--- src/rtl/gpio_irq_pkg.sv ---
package gpio_irq_pkg;

    localparam int NPIN   = 32;
    localparam int ADDR_W = 6;
    localparam int SEL_W  = ADDR_W - 2;

    typedef enum logic [SEL_W-1:0] {
        RG_MODE = 4'h0,
        RG_DIR  = 4'h1,
        RG_OUT  = 4'h2,
        RG_IN   = 4'h3,
        RG_PEND = 4'h4,
        RG_CLR  = 4'h5,
        RG_MSET = 4'h6,
        RG_MCLR = 4'h7,
        RG_POL  = 4'h8,
        RG_SENS = 4'h9,
        RG_FILT = 4'hA,
        RG_NONE = 4'hF
    } reg_sel_e;

    typedef struct packed {
        logic [NPIN-1:0] mode;
        logic [NPIN-1:0] dir;
        logic [NPIN-1:0] dout;
        logic [NPIN-1:0] pol;
        logic [NPIN-1:0] sens;
        logic [NPIN-1:0] filt;
        logic [NPIN-1:0] mask;
    } cfg_t;

    // Word-aligned addresses select a register; misaligned ones select nothing.
    function automatic reg_sel_e decode_addr(input logic [ADDR_W-1:0] a);
        if (a[1:0] != 2'b00) return RG_NONE;
        return reg_sel_e'(a[ADDR_W-1:2]);
    endfunction

endpackage

--- src/rtl/gpio_regfile.sv ---
module gpio_regfile
    import gpio_irq_pkg::*;
(
    input  logic            clk,
    input  logic            rst,
    input  logic            we,
    input  reg_sel_e        sel,
    input  logic [NPIN-1:0] wdata,
    output cfg_t            cfg,
    output logic [NPIN-1:0] clr_pulse
);

    cfg_t cfg_q;

    always_ff @(posedge clk) begin
        if (rst) begin
            cfg_q      <= '0;
            cfg_q.mask <= '1;
        end else if (we) begin
            case (sel)
                RG_MODE: cfg_q.mode <= wdata;
                RG_DIR:  cfg_q.dir  <= wdata;
                RG_OUT:  cfg_q.dout <= wdata;
                RG_POL:  cfg_q.pol  <= wdata;
                RG_SENS: cfg_q.sens <= wdata;
                RG_FILT: cfg_q.filt <= wdata;
                RG_MSET: cfg_q.mask <= cfg_q.mask | wdata;
                RG_MCLR: cfg_q.mask <= cfg_q.mask & ~wdata;
                default: ;
            endcase
        end
    end

    assign cfg       = cfg_q;
    assign clr_pulse = (we && sel == RG_CLR) ? wdata : '0;

    // bits written 1 to the set port are masked on the next cycle
    p_mask_set_r7: assert property (@(posedge clk) disable iff (rst)
        (we && sel == RG_MSET) |=> ((cfg.mask & $past(wdata)) == $past(wdata)));

    // bits written 1 to the clear port are unmasked on the next cycle
    p_mask_clr_r7: assert property (@(posedge clk) disable iff (rst)
        (we && sel == RG_MCLR) |=> ((cfg.mask & $past(wdata)) == '0));

endmodule

--- src/rtl/gpio_in_sync.sv ---
module gpio_in_sync
    import gpio_irq_pkg::*;
(
    input  logic            clk,
    input  logic            rst,
    input  logic [NPIN-1:0] pad_in,
    output logic [NPIN-1:0] in_sync,
    output logic [NPIN-1:0] in_prev
);

    logic [NPIN-1:0] stage1, stage2, stage3;

    always_ff @(posedge clk) begin
        if (rst) begin
            stage1 <= '0;
            stage2 <= '0;
            stage3 <= '0;
        end else begin
            stage1 <= pad_in;
            stage2 <= stage1;
            stage3 <= stage2;
        end
    end

    assign in_sync = stage2;
    assign in_prev = stage3;

    // Checker-only age counter so the two-cycle look-back starts after reset.
    logic [1:0] warm;
    always_ff @(posedge clk) begin
        if (rst)            warm <= 2'd0;
        else if (warm != 2) warm <= warm + 2'd1;
    end

    // synchronised value is the pad as sampled two edges earlier
    p_two_stage_r3: assert property (@(posedge clk) disable iff (rst)
        (warm == 2'd2) |-> (in_sync == $past(pad_in, 2)));

endmodule

--- src/rtl/gpio_irq_detect.sv ---
module gpio_irq_detect
    import gpio_irq_pkg::*;
(
    input  logic            clk,
    input  logic            rst,
    input  logic [NPIN-1:0] mode,
    input  logic [NPIN-1:0] pol,
    input  logic [NPIN-1:0] sens,
    input  logic [NPIN-1:0] in_sync,
    input  logic [NPIN-1:0] in_prev,
    input  logic [NPIN-1:0] clr,
    output logic [NPIN-1:0] pend
);

    for (genvar i = 0; i < NPIN; i++) begin : g_pin
        logic active_now, active_was, hit;

        assign active_now = in_sync[i] ^ pol[i];
        assign active_was = in_prev[i] ^ pol[i];
        assign hit        = active_now & ~active_was;

        always_ff @(posedge clk) begin
            if (rst || !mode[i])  pend[i] <= 1'b0;
            else if (sens[i])     pend[i] <= hit | (pend[i] & ~clr[i]);
            else                  pend[i] <= active_now;
        end
    end

    // a pin in general mode holds no pending bit
    p_gen_idle_r9: assert property (@(posedge clk) disable iff (rst)
        ((pend & ~$past(mode)) == '0));

    // an edge-sensed pending bit is never lost without a clear
    p_edge_sticky_r5: assert property (@(posedge clk) disable iff (rst)
        ((~pend & $past(pend & mode & sens & ~clr)) == '0));

endmodule

--- src/rtl/gpio_irq_ctrl.sv ---
module gpio_irq_ctrl
    import gpio_irq_pkg::*;
(
    input  logic              clk,
    input  logic              rst,
    input  logic [ADDR_W-1:0] bus_addr,
    input  logic              bus_we,
    input  logic [NPIN-1:0]   bus_wdata,
    output logic [NPIN-1:0]   bus_rdata,
    input  logic [NPIN-1:0]   pad_in,
    output logic [NPIN-1:0]   pad_out,
    output logic [NPIN-1:0]   pad_oe,
    output logic              irq
);

    reg_sel_e        sel;
    cfg_t            cfg;
    logic [NPIN-1:0] clr_pulse;
    logic [NPIN-1:0] in_sync, in_prev;
    logic [NPIN-1:0] pend;

    assign sel = decode_addr(bus_addr);

    gpio_regfile u_regs (
        .clk       (clk),
        .rst       (rst),
        .we        (bus_we),
        .sel       (sel),
        .wdata     (bus_wdata),
        .cfg       (cfg),
        .clr_pulse (clr_pulse)
    );

    gpio_in_sync u_sync (
        .clk     (clk),
        .rst     (rst),
        .pad_in  (pad_in),
        .in_sync (in_sync),
        .in_prev (in_prev)
    );

    gpio_irq_detect u_detect (
        .clk     (clk),
        .rst     (rst),
        .mode    (cfg.mode),
        .pol     (cfg.pol),
        .sens    (cfg.sens),
        .in_sync (in_sync),
        .in_prev (in_prev),
        .clr     (clr_pulse),
        .pend    (pend)
    );

    always_comb begin
        case (sel)
            RG_MODE: bus_rdata = cfg.mode;
            RG_DIR:  bus_rdata = cfg.dir;
            RG_OUT:  bus_rdata = cfg.dout;
            RG_IN:   bus_rdata = in_sync;
            RG_PEND: bus_rdata = pend;
            RG_MSET: bus_rdata = cfg.mask;
            RG_POL:  bus_rdata = cfg.pol;
            RG_SENS: bus_rdata = cfg.sens;
            RG_FILT: bus_rdata = cfg.filt;
            default: bus_rdata = '0;
        endcase
    end

    assign pad_out = cfg.dout;
    assign pad_oe  = cfg.dir & ~cfg.mode;

    always_ff @(posedge clk) begin
        if (rst) irq <= 1'b0;
        else     irq <= |(pend & ~cfg.mask);
    end

    // with every pin masked the request line stays low
    p_masked_quiet_r8: assert property (@(posedge clk) disable iff (rst)
        (&$past(cfg.mask)) |-> !irq);

endmodule

--- config.mk ---
export PLATFORM = sky130hd
export DESIGN_NAME = gpio_irq_ctrl
export DESIGN_NICKNAME = d
export VERILOG_FILES = /design/src/rtl/gpio_irq_pkg.sv /design/src/rtl/gpio_regfile.sv /design/src/rtl/gpio_in_sync.sv /design/src/rtl/gpio_irq_detect.sv /design/src/rtl/gpio_irq_ctrl.sv
export SDC_FILE = /design/constraint.sdc
export NUM_CORES = 1
export LEC_CHECK = 0
export BUFFER_PORTS_ARGS = -buffer_cell sky130_fd_sc_hd__buf_2
export CORE_ASPECT_RATIO = 2
export CORE_MARGIN = 1
export CORE_UTILIZATION = 55
export CTS_BUF_LIST = sky130_fd_sc_hd__clkbuf_8
export DETAILED_ROUTE_END_ITERATION = 6
export PLACE_DENSITY = 0.84
export SYNTH_ARGS = -nofsm -noshare
export SYNTH_HDL_FRONTEND = slang
export SYNTH_SLANG_ARGS = --single-unit
--- constraint.sdc ---
create_clock -name clk -period 1.9 [get_ports clk]
set_clock_uncertainty 0.15 [all_clocks]
set_input_delay 0.19 -clock clk [delete_from_list [all_inputs] [get_ports clk]]
set_output_delay 0.19 -clock clk [all_outputs]
set_load 0.005 [all_outputs]
# Yosys cells after proc, flatten, opt, wreduce, memory -nomap -nowiden

Index checks and enable logic that the tools add are counted.

Divide/modulo/power cells: 0
Reduce and logical (&&, ||, !) cells: 76
$mul: 0
Multiplexer cells: 38
Bitwise gates (word level): 231
Equal/unequal tests: 10
Shifts and indexed selects: 0
$lt $le $gt $ge: 0
$add $sub $neg: 0

Operator list:

| operator                                                              | number |
|---|---|
| 32-bit one-hot mux with 9 select lines                                | 1 |
| 32-bit bitwise AND                                                    | 3 |
| 32-bit NOT                                                            | 3 |
| 1-bit bitwise AND                                                     | 64 |
| 1-bit NOT                                                             | 64 |
| 32-bit one-hot mux with 2 select lines                                | 1 |
| 1-bit XOR                                                             | 64 |
| 1-bit two-way mux                                                     | 33 |
| 1-bit logical NOT                                                     | 32 |
| 1-bit logical OR                                                      | 32 |
| 32-bit two-way mux                                                    | 1 |
| 1-bit OR                                                              | 32 |
| 32-bit OR                                                             | 1 |
| 32-bit OR reduction                                                   | 1 |
| 4-bit by 3-bit equality test with 1-bit output, second input constant | 4 |
| 2-bit AND reduction                                                   | 7 |
| 4-bit equality test, second input constant                            | 3 |
| 4-bit by 2-bit equality test with 1-bit output, second input constant | 2 |
| 4-bit two-way mux                                                     | 2 |
| 4-bit by 1-bit equality test with 1-bit output, second input constant | 1 |
| 4-bit logical NOT                                                     | 1 |
| 2-bit nonzero test                                                    | 2 |
| 1-bit logical AND                                                     | 1 |

Logic and storage cells: 398
Memory bits (read-only): 0
Memories kept: 0
Memory bits (writable): 0
Bits in latches: 0
Output and inout bits: 97
Flip-flop bits (word level): 353
Bits of input ports: 73

# Logic depth before layout (Yosys ltp)

Depth in word-level cells: 10
Gate-level depth with buffers: 8
Mapped depth without buffers: 4

# Cells and area by module

A second synthesis with hierarchy kept.

Cell total of the unflattened synthesis: 1708
Area, all modules: 16494.6 um2

By module, submodules not included:

| module          | cells each | instances | sequential area each (um2) | area an instance (um2) |
|---|---|---|---|---|
| gpio_regfile    | 813        | 1         | 4484.3                     | 8914.8 |
| gpio_irq_ctrl   | 434        | 1         | 20.0                       | 2882.8 |
| gpio_in_sync    | 202        | 1         | 1921.8                     | 2600.0 |
| gpio_irq_detect | 259        | 1         | 640.6                      | 2097.0 |

# Worst setup path before layout

OpenSTA, ideal clock, no wires.

Kind: input port to output port
From: in bus_addr[5]
To: out bus_rdata[23]
Data arrival time: 1.529 ns
Setup slack: 0.031 ns
Path buffers: 3
Cell stages on the path: 6
Required time: 1.560 ns
Cells stage by stage: buf_2 -> buf_2 -> buf_1 -> mux2_2 -> a22oi_1 -> nand3_1

Cells in the longest elaborated chain, start to end: 3
Elaborated cells on any way between the ends: 11
Classes of those cells: 8 x eq/ne; 2 x mux; 1 x reduce/logical

Ends and longest elaborated chain:

| item                                        | line                | source |
|---|---|---|
| start: declaration                          | gpio_irq_ctrl.sv:6  | `input logic [ADDR_W-1:0] bus_addr,` |
| 4-bit two-way mux *                         | gpio_irq_pkg.sv:35  | `return reg_sel_e'(a[ADDR_W-1:2]);` |
| 4-bit equality test (tied with other cells) | gpio_irq_ctrl.sv:55 | `case (sel)` |
| 32-bit one-hot mux with 9 select lines *    | gpio_irq_ctrl.sv:55 |  |
| end: declaration                            | gpio_irq_ctrl.sv:9  | `output logic [NPIN-1:0] bus_rdata,` |

Mark *: on every way between the ends. The rest lies on a longest branch, timed or not.

# Worst setup path in the final report

From: reg u_regs.cfg_q, in the netlist u_regs.cfg[131]
To: out bus_rdata[3]

Cells in the longest elaborated chain, start to end: 1

Ends and longest elaborated chain:

| item                                   | line                | source |
|---|---|---|
| start: declaration                     | gpio_regfile.sv:13  | `cfg_t cfg_q;` |
| 32-bit one-hot mux with 9 select lines | gpio_irq_ctrl.sv:55 |  |

Every way passes these cells.

==> impl_metrics.env <==
export IMPL_outcome="finished with violations"
export IMPL_violations="negative setup slack"
export IMPL_dieArea_um2=29600
export IMPL_synth_area_leaders="dfxtp_1 (45%), nand2_1 (10%), a21oi_1 (7.2%)"
export IMPL_hold_viol=0
export IMPL_worstSetupPathType="reg2out"
export IMPL_syn_cell_area_um2=15900
export IMPL_clkSinkCount=353
export IMPL_min_period_ns=2.19
export IMPL_synth_edf_count=0
export IMPL_rsz0062_at_grt="yes"
export IMPL_h_tree_depth=2
export IMPL_place_gp_congestion=0.995
export IMPL_ys_seq_elements=353
export IMPL_initial_utilization_pct=56.1
export IMPL_area_delta_synth_final_pct=29.6
export IMPL_cts_root_buf="clkbuf_8"
export IMPL_grt_pass1_vias=16300
export IMPL_via_per_inst=6.20
export IMPL_synth_nets=2052
export IMPL_slew_headroom_pct=62.7
export IMPL_numCtsBuffers=49
export IMPL_cts_tree="built"
export IMPL_nets=2322
export IMPL_stdcell_count=2643
export IMPL_vias=16400
export IMPL_antenna_found_initial=2
export IMPL_drc_errors=0
export IMPL_cp_max_fo=2
export IMPL_post_route_period_util_pct=115
export IMPL_setup_viol=32
export IMPL_postLayoutCoreUtil_pct=72.7
export IMPL_maxCapViolCount=0
export IMPL_timing_final_ws_setup_ns=-0.288
export IMPL_hold_depth=3
export IMPL_row_count=87
export IMPL_synthArstFlopShare_pct=0
export IMPL_dp_hpwl_mm=37.5
export IMPL_overflow=0
export IMPL_grt_first_pass_wirelength_mm=87.4
export IMPL_grt_max_degree=47
export IMPL_path_clk_slew_ns=0.06
export IMPL_regArea_um2=7200
export IMPL_drtIter0Drc=1647
export IMPL_fp_dieW_um=122
export IMPL_synthFlopType="dfxtp_1"
export IMPL_drt_total_wl_mm=58.6
export IMPL_crit_required_ns=1.56
export IMPL_drv_slew=0
export IMPL_final_fill_count=1968
export IMPL_worstSetupEndpointType="output port"
export IMPL_drtAntennaViolNets=0
export IMPL_synth_avg_cell_area_um2=8.02
export IMPL_clkLatencyLatePin_ns=0.61
export IMPL_drt_first_pass_iters=6
export IMPL_reg2reg_depth=5
export IMPL_min_path_type="in2reg"
export IMPL_cp_start_kind="register"
export IMPL_core_area_um2=28300
export IMPL_multiInputGateArea_um2=8170
export IMPL_arrival_ns=1.85
export IMPL_yosysWarnings=0
export IMPL_wl_per_cell_um=22.2
export IMPL_syn_inst=1979
export IMPL_total_power_mw=15.2
export IMPL_clockBufferDepth=3
export IMPL_fmax_mhz=457
export IMPL_netlist_area_leader_share_pct=44.5
export IMPL_post_place_cells=2432
export IMPL_drive_above_1_share_pct=25.8
export IMPL_die_height_um=242
export IMPL_io_buffers=169
export IMPL_cellPowerDensity_nw_per_um2=738
export IMPL_leakage_nw=8.28
export IMPL_ir_worst_vdd_mv=0.634
export IMPL_synth_seq_area_share_pct=44.5
export IMPL_boundaryPins=170
export IMPL_synth_top_cell_by_area="dfxtp_1"
export IMPL_synth_cell_types=47
export IMPL_tightest_slew_ns=0.559
export IMPL_grt_total_usage_pct=38.7
==> per-stage QoR <==
step	instance area (um2)	TNS [ns]	worst slack (ns)	hold slack, ns
6_report	20600	-6.07	-0.288	0.170
5_1_grt	20600	-7.24	-0.330	0.175
4_1_cts	20300	-4.17	-0.268	0.135
3_5_place_dp	17600	-12.86	-0.255	0.253
3_3_place_gp	17600	-7.25	-0.309	0.247
2_1_floorplan	15900	0	0.0305	0.168
==> logic make-up after synthesis <==
group	share of synthesized area, %
AND/OR/NAND/NOR	22.5
AO/OA/AOI/OAI	19.6
flip-flops	44.5
buffers and inverters	7.43
multiplexers	4.18
XOR/XNOR	1.76
==> synth_stat cells, drive strengths merged (3+ instances only) <==
cell type / instances
a31oi: 33
nor3: 20
dfxtp: 353
mux2i: 45
o21ai: 64
mux2: 19
and2: 4
nand2: 438
nor2: 70
and3: 28
a22oi: 41
a221oi: 12
a2111oi: 8
clkbuf: 117
a22o: 12
nor2b: 162
nand4: 10
buf: 79
nor4: 8
o22ai: 18
a21oi: 228
o22a: 9
xor2: 32
a21boi: 32
inv: 64
nand3: 15
nand2b: 3
a311o: 32
o211ai: 11
==> what timing repair did <==
action,in CTS,in global routing
gates cloned,1,2
setup buffers,45,7
endpoints found under the setup margin,32,33
hold buffers,71,0
pin swaps,68,40
endpoints found under the hold margin,301,0
resized for setup,158,49
==> report_power, final <==
| group | switching, mW | internal, mW | total [mW] |
|---|---|---|---|
| logic | 0.623 | 0.494 | 1.12 |
| registers | 0.0801 | 7.48 | 7.56 |
| clock network | 3.00 | 3.52 | 6.52 |
| total | 3.71 | 11.5 | 15.2 |
==> worst max-delay path: stages (launching register included) <==
cell and delay, ns:
dfxtp_2 0.33, and3_4 0.15, a2111oi_4 0.32, buf_4 0.17, nand3_4 0.12, buf_6 0.15
==> cell usage in the layout (no fill, tap or decap), types with 22 or more instances in the layout <==
cell type and count:
a21boi_0 32, a31oi_1 33, dfxtp_2 40, buf_12 34
dlygate4sd3_1 71, inv_1 73, nand2_1 431, a21oi_1 228
buf_2 162, a311o_1 32, nor2_1 67, dfxtp_4 22
a22oi_1 28, buf_4 129, nor2b_1 161, dfxtp_1 291
clkbuf_8 63, xor2_1 32, o21ai_0 64, mux2i_1 40
==> state kept, by name (all words and copies together) (netlist names), named ones only <==
| register | cells |
|---|---|
| u_regs.cfg | 192 |
| irq | 1 |
| u_sync.in_prev | 32 |
| u_sync.in_sync | 32 |
| u_detect.pend | 32 |
| u_sync.stage1 | 32 |
==> worst paths after layout <==
path / startpoint / to / slack [ns]
worst max register to register: u_detect.pend[0] / irq / 0.20
worst min-delay path: pad_in[17] / u_sync.stage1[17] / 0.17
worst max-delay path: u_regs.cfg[131] / bus_rdata[3] / -0.29
worst min register to register: u_sync.stage1[18] / u_sync.in_sync[18] / 0.29
==> final cells by class <==
class | count | share of cell area [%]
multi-input combinational | 1366 | 39.7
timing repair buffer | 415 | 16.7
clock inverter | 24 | 1.02
tap | 356 | 2.16
sequential | 353 | 35.0
inverter | 64 | 1.17
antenna | 2 | 0.0243
clock buffer | 63 | 4.21
==> routing by layer <==
layer	GRT usage, %	vias up	routed length [um]
li1	-	7217	-
met4	35.4	2	6290
met2	63.8	1128	27800
met3	9.51	440	5670
met5	0	-	17
met1	39.4	7595	18800
Note: power is estimated with default switching activity, not from simulation.
